===== config.mk =====
export PLATFORM = sky130hd
export DESIGN_NAME = vec_lane_unit
export DESIGN_NICKNAME = d
export VERILOG_FILES = /design/src/rtl/vecu_pkg.sv /design/src/rtl/vecu_ctrl.sv /design/src/rtl/vecu_datapath.sv /design/src/rtl/vec_lane_unit.sv
export SDC_FILE = /design/constraint.sdc
export NUM_CORES = 2
export LEC_CHECK = 0
export CAP_MARGIN = 30
export CELL_PAD_IN_SITES_DETAIL_PLACEMENT = 0
export CELL_PAD_IN_SITES_GLOBAL_PLACEMENT = 2
export CORE_MARGIN = 8
export CORE_UTILIZATION = 38
export CTS_CLUSTER_DIAMETER = 80
export DETAILED_ROUTE_END_ITERATION = 6
export PLACE_DENSITY = 0.62
export SLEW_MARGIN = 20
export SYNTH_ARGS = -nofsm -noshare
export SYNTH_HDL_FRONTEND = slang
export SYNTH_SLANG_ARGS = --single-unit

===== constraint.sdc =====
create_clock -name clk -period 10.2 [get_ports clk]
set_input_delay 2.04 -clock clk [delete_from_list [all_inputs] [get_ports clk]]
set_output_delay 2.04 -clock clk [all_outputs]
set_load 0.1 [all_outputs]

===== src/rtl/vecu_pkg.sv =====
package vecu_pkg;

  typedef enum logic {
    OP_ADD = 1'b0,
    OP_MUL = 1'b1
  } vop_e;

  // Strobes passed from control to the lane datapath each cycle
  typedef struct packed {
    logic issue;  // an element group is on the lane inputs this cycle
    logic last;   // this group is the final one of the instruction
    vop_e op;     // functional unit that receives the group
  } vstrobe_t;

endpackage


===== src/rtl/vecu_ctrl.sv =====
module vecu_ctrl
  import vecu_pkg::*;
#(
  parameter int LANES = 4,
  parameter int VLEN  = 16,
  parameter int VLW   = 5,
  parameter int ROWW  = 2,
  parameter int REGW  = 2
) (
  input  logic             clk,
  input  logic             rstN,
  input  logic             start,
  input  vop_e             opIn,
  input  logic [REGW-1:0]  vdIn,
  input  logic [REGW-1:0]  vs1In,
  input  logic [REGW-1:0]  vs2In,
  input  logic [VLW-1:0]   vlIn,
  input  logic             wbLast,
  output vstrobe_t         strb,
  output logic [LANES-1:0] laneEn,
  output logic [ROWW-1:0]  row,
  output logic [REGW-1:0]  vdSel,
  output logic [REGW-1:0]  vs1Sel,
  output logic [REGW-1:0]  vs2Sel,
  output logic             busy,
  output logic             done
);

  logic           busyQ, issuingQ, zeroPendQ, doneQ;
  vop_e           opQ;
  logic [REGW-1:0] vdQ, vs1Q, vs2Q;
  logic [VLW-1:0] vlQ;
  logic [VLW:0]   baseQ;
  logic [ROWW-1:0] rowQ;
  logic [VLW-1:0] vlClamp;
  logic           lastGrp;

  assign vlClamp = (int'(vlIn) > VLEN) ? VLW'(VLEN) : vlIn;
  assign lastGrp = (baseQ + (VLW+1)'(LANES)) >= {1'b0, vlQ};

  for (genvar k = 0; k < LANES; k++) begin : g_en
    assign laneEn[k] = (baseQ + (VLW+1)'(k)) < {1'b0, vlQ};
  end

  assign strb   = '{issue: issuingQ, last: lastGrp, op: opQ};
  assign row    = rowQ;
  assign vdSel  = vdQ;
  assign vs1Sel = vs1Q;
  assign vs2Sel = vs2Q;
  assign busy   = busyQ;
  assign done   = doneQ;

  always_ff @(posedge clk or negedge rstN) begin
    if (!rstN) begin
      busyQ     <= 1'b0;
      issuingQ  <= 1'b0;
      zeroPendQ <= 1'b0;
      doneQ     <= 1'b0;
      opQ       <= OP_ADD;
      vdQ       <= '0;
      vs1Q      <= '0;
      vs2Q      <= '0;
      vlQ       <= '0;
      baseQ     <= '0;
      rowQ      <= '0;
    end else begin
      doneQ <= 1'b0;
      if (!busyQ) begin
        if (start) begin
          busyQ     <= 1'b1;
          opQ       <= opIn;
          vdQ       <= vdIn;
          vs1Q      <= vs1In;
          vs2Q      <= vs2In;
          vlQ       <= vlClamp;
          baseQ     <= '0;
          rowQ      <= '0;
          issuingQ  <= (vlClamp != '0);
          zeroPendQ <= (vlClamp == '0);
        end
      end else begin
        if (issuingQ) begin
          if (lastGrp) begin
            issuingQ <= 1'b0;
          end else begin
            baseQ <= baseQ + (VLW+1)'(LANES);
            rowQ  <= rowQ + 1'b1;
          end
        end
        if (zeroPendQ || wbLast) begin
          doneQ     <= 1'b1;
          busyQ     <= 1'b0;
          zeroPendQ <= 1'b0;
        end
      end
    end
  end

endmodule


===== src/rtl/vecu_datapath.sv =====
module vecu_datapath
  import vecu_pkg::*;
#(
  parameter int LANES   = 4,
  parameter int ROWS    = 4,
  parameter int NREGS   = 4,
  parameter int EW      = 16,
  parameter int ADD_LAT = 1,
  parameter int MUL_LAT = 3,
  parameter int ROWW    = 2,
  parameter int REGW    = 2,
  parameter int IDXW    = 4
) (
  input  logic             clk,
  input  logic             rstN,
  input  vstrobe_t         strb,
  input  logic [LANES-1:0] laneEn,
  input  logic [ROWW-1:0]  row,
  input  logic [REGW-1:0]  vdSel,
  input  logic [REGW-1:0]  vs1Sel,
  input  logic [REGW-1:0]  vs2Sel,
  input  logic             hostWe,
  input  logic [REGW-1:0]  hostReg,
  input  logic [IDXW-1:0]  hostIdx,
  input  logic [EW-1:0]    hostData,
  input  logic [REGW-1:0]  rdReg,
  input  logic [IDXW-1:0]  rdIdx,
  output logic [EW-1:0]    rdData,
  output logic             wbLast
);

  localparam int LANEW = (LANES > 1) ? $clog2(LANES) : 1;

  logic [EW-1:0]    laneRd   [LANES];
  logic [LANES-1:0] laneLast;
  logic [ROWW-1:0]  hostRow, rdRow;
  logic [LANEW-1:0] hostLane, rdLane;

  assign hostRow  = ROWW'(hostIdx / IDXW'(LANES));
  assign hostLane = LANEW'(hostIdx % IDXW'(LANES));
  assign rdRow    = ROWW'(rdIdx / IDXW'(LANES));
  assign rdLane   = LANEW'(rdIdx % IDXW'(LANES));

  for (genvar k = 0; k < LANES; k++) begin : g_lane
    logic [EW-1:0] rf [NREGS][ROWS];
    logic [EW-1:0] opA, opB, sum, prodLo;

    logic [ADD_LAT-1:0] aVal, aLast;
    logic [ROWW-1:0]    aRow [ADD_LAT];
    logic [REGW-1:0]    aVd  [ADD_LAT];
    logic [EW-1:0]      aRes [ADD_LAT];

    logic [MUL_LAT-1:0] mVal, mLast;
    logic [ROWW-1:0]    mRow [MUL_LAT];
    logic [REGW-1:0]    mVd  [MUL_LAT];
    logic [EW-1:0]      mRes [MUL_LAT];

    assign opA    = rf[vs1Sel][row];
    assign opB    = rf[vs2Sel][row];
    assign sum    = opA + opB;
    assign prodLo = opA * opB;

    // adder pipeline
    always_ff @(posedge clk or negedge rstN) begin
      if (!rstN) begin
        aVal  <= '0;
        aLast <= '0;
      end else begin
        aVal[0]  <= strb.issue && (strb.op == OP_ADD) && laneEn[k];
        aLast[0] <= strb.last;
        aRow[0]  <= row;
        aVd[0]   <= vdSel;
        aRes[0]  <= sum;
        for (int s = 1; s < ADD_LAT; s++) begin
          aVal[s]  <= aVal[s-1];
          aLast[s] <= aLast[s-1];
          aRow[s]  <= aRow[s-1];
          aVd[s]   <= aVd[s-1];
          aRes[s]  <= aRes[s-1];
        end
      end
    end

    // multiplier pipeline
    always_ff @(posedge clk or negedge rstN) begin
      if (!rstN) begin
        mVal  <= '0;
        mLast <= '0;
      end else begin
        mVal[0]  <= strb.issue && (strb.op == OP_MUL) && laneEn[k];
        mLast[0] <= strb.last;
        mRow[0]  <= row;
        mVd[0]   <= vdSel;
        mRes[0]  <= prodLo;
        for (int s = 1; s < MUL_LAT; s++) begin
          mVal[s]  <= mVal[s-1];
          mLast[s] <= mLast[s-1];
          mRow[s]  <= mRow[s-1];
          mVd[s]   <= mVd[s-1];
          mRes[s]  <= mRes[s-1];
        end
      end
    end

    // write-back into this lane's slice; one instruction in flight at a time
    always_ff @(posedge clk) begin
      if (aVal[ADD_LAT-1]) begin
        rf[aVd[ADD_LAT-1]][aRow[ADD_LAT-1]] <= aRes[ADD_LAT-1];
      end else if (mVal[MUL_LAT-1]) begin
        rf[mVd[MUL_LAT-1]][mRow[MUL_LAT-1]] <= mRes[MUL_LAT-1];
      end else if (hostWe && (hostLane == LANEW'(k))) begin
        rf[hostReg][hostRow] <= hostData;
      end
    end

    assign laneLast[k] = (aVal[ADD_LAT-1] && aLast[ADD_LAT-1]) ||
                         (mVal[MUL_LAT-1] && mLast[MUL_LAT-1]);
    assign laneRd[k]   = rf[rdReg][rdRow];
  end

  assign wbLast = |laneLast;
  assign rdData = laneRd[rdLane];

endmodule


===== src/rtl/vec_lane_unit.sv =====
module vec_lane_unit
  import vecu_pkg::*;
#(
  parameter int LANES   = 4,
  parameter int VLEN    = 16,
  parameter int NREGS   = 4,
  parameter int EW      = 16,
  parameter int ADD_LAT = 1,
  parameter int MUL_LAT = 3,
  localparam int ROWS   = VLEN / LANES,
  localparam int ROWW   = (ROWS > 1) ? $clog2(ROWS) : 1,
  localparam int REGW   = (NREGS > 1) ? $clog2(NREGS) : 1,
  localparam int IDXW   = (VLEN > 1) ? $clog2(VLEN) : 1,
  localparam int VLW    = $clog2(VLEN + 1)
) (
  input  logic            clk,
  input  logic            rstN,
  input  logic            start,
  input  logic            opSel,
  input  logic [REGW-1:0] vd,
  input  logic [REGW-1:0] vs1,
  input  logic [REGW-1:0] vs2,
  input  logic [VLW-1:0]  vl,
  output logic            busy,
  output logic            done,
  input  logic            wrEn,
  input  logic [REGW-1:0] wrReg,
  input  logic [IDXW-1:0] wrIdx,
  input  logic [EW-1:0]   wrData,
  input  logic [REGW-1:0] rdReg,
  input  logic [IDXW-1:0] rdIdx,
  output logic [EW-1:0]   rdData
);

  vstrobe_t         strb;
  logic [LANES-1:0] laneEn;
  logic [ROWW-1:0]  rowSel;
  logic [REGW-1:0]  vdSel, vs1Sel, vs2Sel;
  logic             wbLast;
  logic             hostWe;

  assign hostWe = wrEn && !busy;

  vecu_ctrl #(
    .LANES(LANES), .VLEN(VLEN), .VLW(VLW), .ROWW(ROWW), .REGW(REGW)
  ) ctrl_i (
    .clk(clk), .rstN(rstN), .start(start), .opIn(vop_e'(opSel)),
    .vdIn(vd), .vs1In(vs1), .vs2In(vs2), .vlIn(vl), .wbLast(wbLast),
    .strb(strb), .laneEn(laneEn), .row(rowSel), .vdSel(vdSel),
    .vs1Sel(vs1Sel), .vs2Sel(vs2Sel), .busy(busy), .done(done)
  );

  vecu_datapath #(
    .LANES(LANES), .ROWS(ROWS), .NREGS(NREGS), .EW(EW),
    .ADD_LAT(ADD_LAT), .MUL_LAT(MUL_LAT),
    .ROWW(ROWW), .REGW(REGW), .IDXW(IDXW)
  ) dp_i (
    .clk(clk), .rstN(rstN), .strb(strb), .laneEn(laneEn), .row(rowSel),
    .vdSel(vdSel), .vs1Sel(vs1Sel), .vs2Sel(vs2Sel),
    .hostWe(hostWe), .hostReg(wrReg), .hostIdx(wrIdx), .hostData(wrData),
    .rdReg(rdReg), .rdIdx(rdIdx), .rdData(rdData), .wbLast(wbLast)
  );

endmodule


==> impl_metrics.env <==
export IMPL_drive_gt1_share_pct=26.5
export IMPL_first_pass_iters=7
export IMPL_ys_seq_area_share_pct=47.6
export IMPL_syn_avg_cell_area_um2=15.4
export IMPL_critPathCaptureType="primary output"
export IMPL_fp_dieW_um=485
export IMPL_clockBufferDepth=3
export IMPL_path_cells="buf_8 > buf_4 > mux4_2 > mux4_2 > mux4_2 > clkdlybuf4s50_1"
export IMPL_async_flop_share_pct=3.08
export IMPL_clk_transition_reported_paths_ps=50
export IMPL_drtAntennaViolNets=0
export IMPL_cp_num_cells=6
export IMPL_critPathLaunch="rdReg[0]"
export IMPL_synth_main_ff_cell="edfxtp_1"
export IMPL_maxSlewViolCount=0
export IMPL_tns_ps=0
export IMPL_clock_fmax_mhz=124
export IMPL_use_met1_pct=32.3
export IMPL_fillCellCount=19589
export IMPL_maxSlewHeadroom_pct=19.4
export IMPL_grt_use_met3_pct=4.09
export IMPL_cts_sinks=1333
export IMPL_crit_top_cell="mux4_2"
export IMPL_synth_fa_ha_area_share_pct=11.7
export IMPL_cp_max_fo=50
export IMPL_io_buffers=61
export IMPL_cp_slowest_cell="clkdlybuf4s50_1"
export IMPL_coreArea_um2=219000
export IMPL_synthTopCellsByArea="edfxtp_1, mux4_2, fa_1"
export IMPL_viasPerCell=5.95
export IMPL_cts_buffers=161
export IMPL_grt_usage_pct=23.9
export IMPL_hpwlAfterDp_mm=190
export IMPL_synth_simple_area_share_pct=5.47
export IMPL_violations="DRC"
export IMPL_vias=50881
export IMPL_period_needed_ps=8030
export IMPL_drtIter0Drc=4987
export IMPL_antenna_found_initial=20
export IMPL_synth_compound_area_share_pct=3.93
export IMPL_outcome="finished with violations"
export IMPL_ys_warn_count=0
export IMPL_period_share_pct=78.8
export IMPL_synth_top_area_cell="edfxtp_1"
export IMPL_synth_area_mux_share_pct=24.8
export IMPL_insertion_delay_ps=830
export IMPL_post_place_ws_ps=2100
export IMPL_worst_path_buf_inv=3
export IMPL_num_rows=172
export IMPL_wl_per_cell_um=33.1
export IMPL_crit_family="buffers and inverters"
export IMPL_drc_errors=27
export IMPL_fin_worst_skew_ps=33.3
export IMPL_root_buffer="clkbuf_16"
export IMPL_rsz0062_at_grt="false"
export IMPL_postCtsHoldBufs=0
export IMPL_wirelength_mm=283
export IMPL_rr_startpoint="ctrl_i.vs1Sel[0]"
export IMPL_area_growth_pct=12.3
export IMPL_reg2reg_setup_slack_ps=2260
export IMPL_synth_edf_count=1292
export IMPL_slowest_delay_ps=1030
export IMPL_hold_path_class="flop to flop"
export IMPL_rr_worst_depth=21
export IMPL_grt_overflow_total=0
export IMPL_setup_viol=0
export IMPL_place_gp_congestion=0.806
export IMPL_grt_busiest_layer="met2"
export IMPL_grt_pass1_wl_mm=405
export IMPL_critPathArrivalTime_ps=5990
export IMPL_synth_top_family_by_area="multiplexers"
export IMPL_synthCells=5434
export IMPL_synth_top_area_share_pct=46.3
export IMPL_yosysUniqueCellTypes=64
export IMPL_die_y_um=485
export IMPL_worst_slack_ps=2170
export IMPL_critPathKind="primary input to primary output"
export IMPL_worstMarginPinSlew_ps=1210
export IMPL_r2r_end="dp_i.g_lane[2].mRes[0][15]"
export IMPL_synth_seq_cells=1333
export IMPL_fin_nets=6172
export IMPL_critPathCapture="rdData[4]"
export IMPL_cts_tree="done"
export IMPL_start_kind="primary input"
export IMPL_synth_xor_area_share_pct=2.19
export IMPL_grt_met2_usage_pct=39.4
export IMPL_grt_start_max_net_pins=87
export IMPL_grt_pass1_vias=53426
export IMPL_drv_cap=0
export IMPL_cts_setup_buffers=0
export IMPL_dieArea_um2=236000
export IMPL_pin_count=62
export IMPL_htreeDepth=4
export IMPL_syn_nets=6070
export IMPL_hold_viol=0
export IMPL_syn_area_um2=83700
export IMPL_crit_required_ps=8160
export IMPL_start_util_pct=38.2
export IMPL_post_cts_resize_count=0
per-layer routing:
layer  part of all wire (%)  vias up
met5                  0.014        -
met4                    3.7        6
met3                    6.9      399
met2                     48     2015
met1                     41    27349
li1                       -    21112
how the worst min path moves through the flow:
stage | slack, ps | cells past startpoint | startpoint | to
finish | 350 | 0 | dp_i.g_lane[2].mVal[1] | dp_i.g_lane[2].mVal[2]
global route | 350 | 0 | dp_i.g_lane[3].mVal[1] | dp_i.g_lane[3].mVal[2]
CTS | 350 | 0 | dp_i.g_lane[2].mVal[1] | dp_i.g_lane[2].mVal[2]
detailed placement | 330 | 0 | dp_i.g_lane[2].mVal[1] | dp_i.g_lane[2].mVal[2]
global placement | 330 | 0 | dp_i.g_lane[1].mVal[0] | dp_i.g_lane[1].mVal[1]
floorplan | 330 | 0 | dp_i.g_lane[0].mLast[1] | dp_i.g_lane[0].mLast[2]
final cells by class:
cell class | count | area (um2) | area share [%]
clock buffer | 201 | 4270 | 4.55
antenna | 13 | 32.5 | 0.0346
tap | 2871 | 3590 | 3.82
inverter | 540 | 2030 | 2.16
sequential | 1333 | 39800 | 42.4
timing repair buffer | 249 | 2410 | 2.56
multi-input combinational | 3251 | 40900 | 43.5
clock inverter | 95 | 912 | 0.970
kinds of logic after synthesis:
kind of cell,after synthesis
flops,1333
simple gates,1067
mux,940
buf+inv,850
fa+ha+maj,592
compound gates,443
xor+xnor,209
flip-flops by register name (all words and copies together) (netlist names), 4 cells and up:
| register | count |
|---|---|
| dp_i.g_lane.aVal | 4 |
| dp_i.g_lane.mRes | 192 |
| dp_i.g_lane.mVal | 12 |
| dp_i.g_lane.mVd | 6 |
| ctrl_i.vlQ | 5 |
| dp_i.g_lane.mRow | 6 |
| ctrl_i.baseQ | 4 |
| dp_i.g_lane.aRes | 64 |
| dp_i.g_lane.rf | 1024 |
through the flow:
step	instances	area [um2]	util [%]	hold slack [ps]
floorplan	5434	83700	-	331
global placement	8217	88400	40.3	334
detailed placement	8240	88700	40.5	335
CTS	8536	93900	42.8	347
global route	8544	94000	42.9	351
finish	8553	94000	42.9	346
layout by cell type (no fill, tap or decap), types with 16 or more instances in the layout:
master	Yosys	routed
nor2_1	311	246
xor2_1	33	33
dfrtp_1	41	35
clkinv_2	0	22
nand3_1	26	26
clkdlybuf4s50_1	0	52
clkinv_1	0	32
buf_12	0	20
fa_1	323	323
ha_1	269	269
mux2i_1	16	16
xnor2_1	176	176
a222oi_1	16	16
a22oi_1	86	86
nand2_1	502	501
a21oi_1	85	85
mux4_2	902	902
a31oi_2	0	25
buf_4	18	150
a31oi_1	65	40
o21a_1	23	23
nor2b_1	44	38
o21ai_0	46	45
edfxtp_1	1292	1292
mux2_2	20	20
and2_1	104	103
clkbuf_1	131	35
inv_1	528	528
nor2_4	0	57
nor3_1	33	33
clkbuf_16	0	165
synth_stat cells, types with 52 or more instances:
cell      number
a21oi_1       85
a22oi_1       86
a31oi_1       65
and2_1       104
buf_1         52
buf_2         72
clkbuf_1     131
edfxtp_1    1292
fa_1         323
ha_1         269
inv_1        528
mux4_2       902
nand2_1      502
nor2_1       311
xnor2_1      176
Power is not shown: default switching activity piles up to over one toggle a cycle in this logic, so the estimate is an artifact.
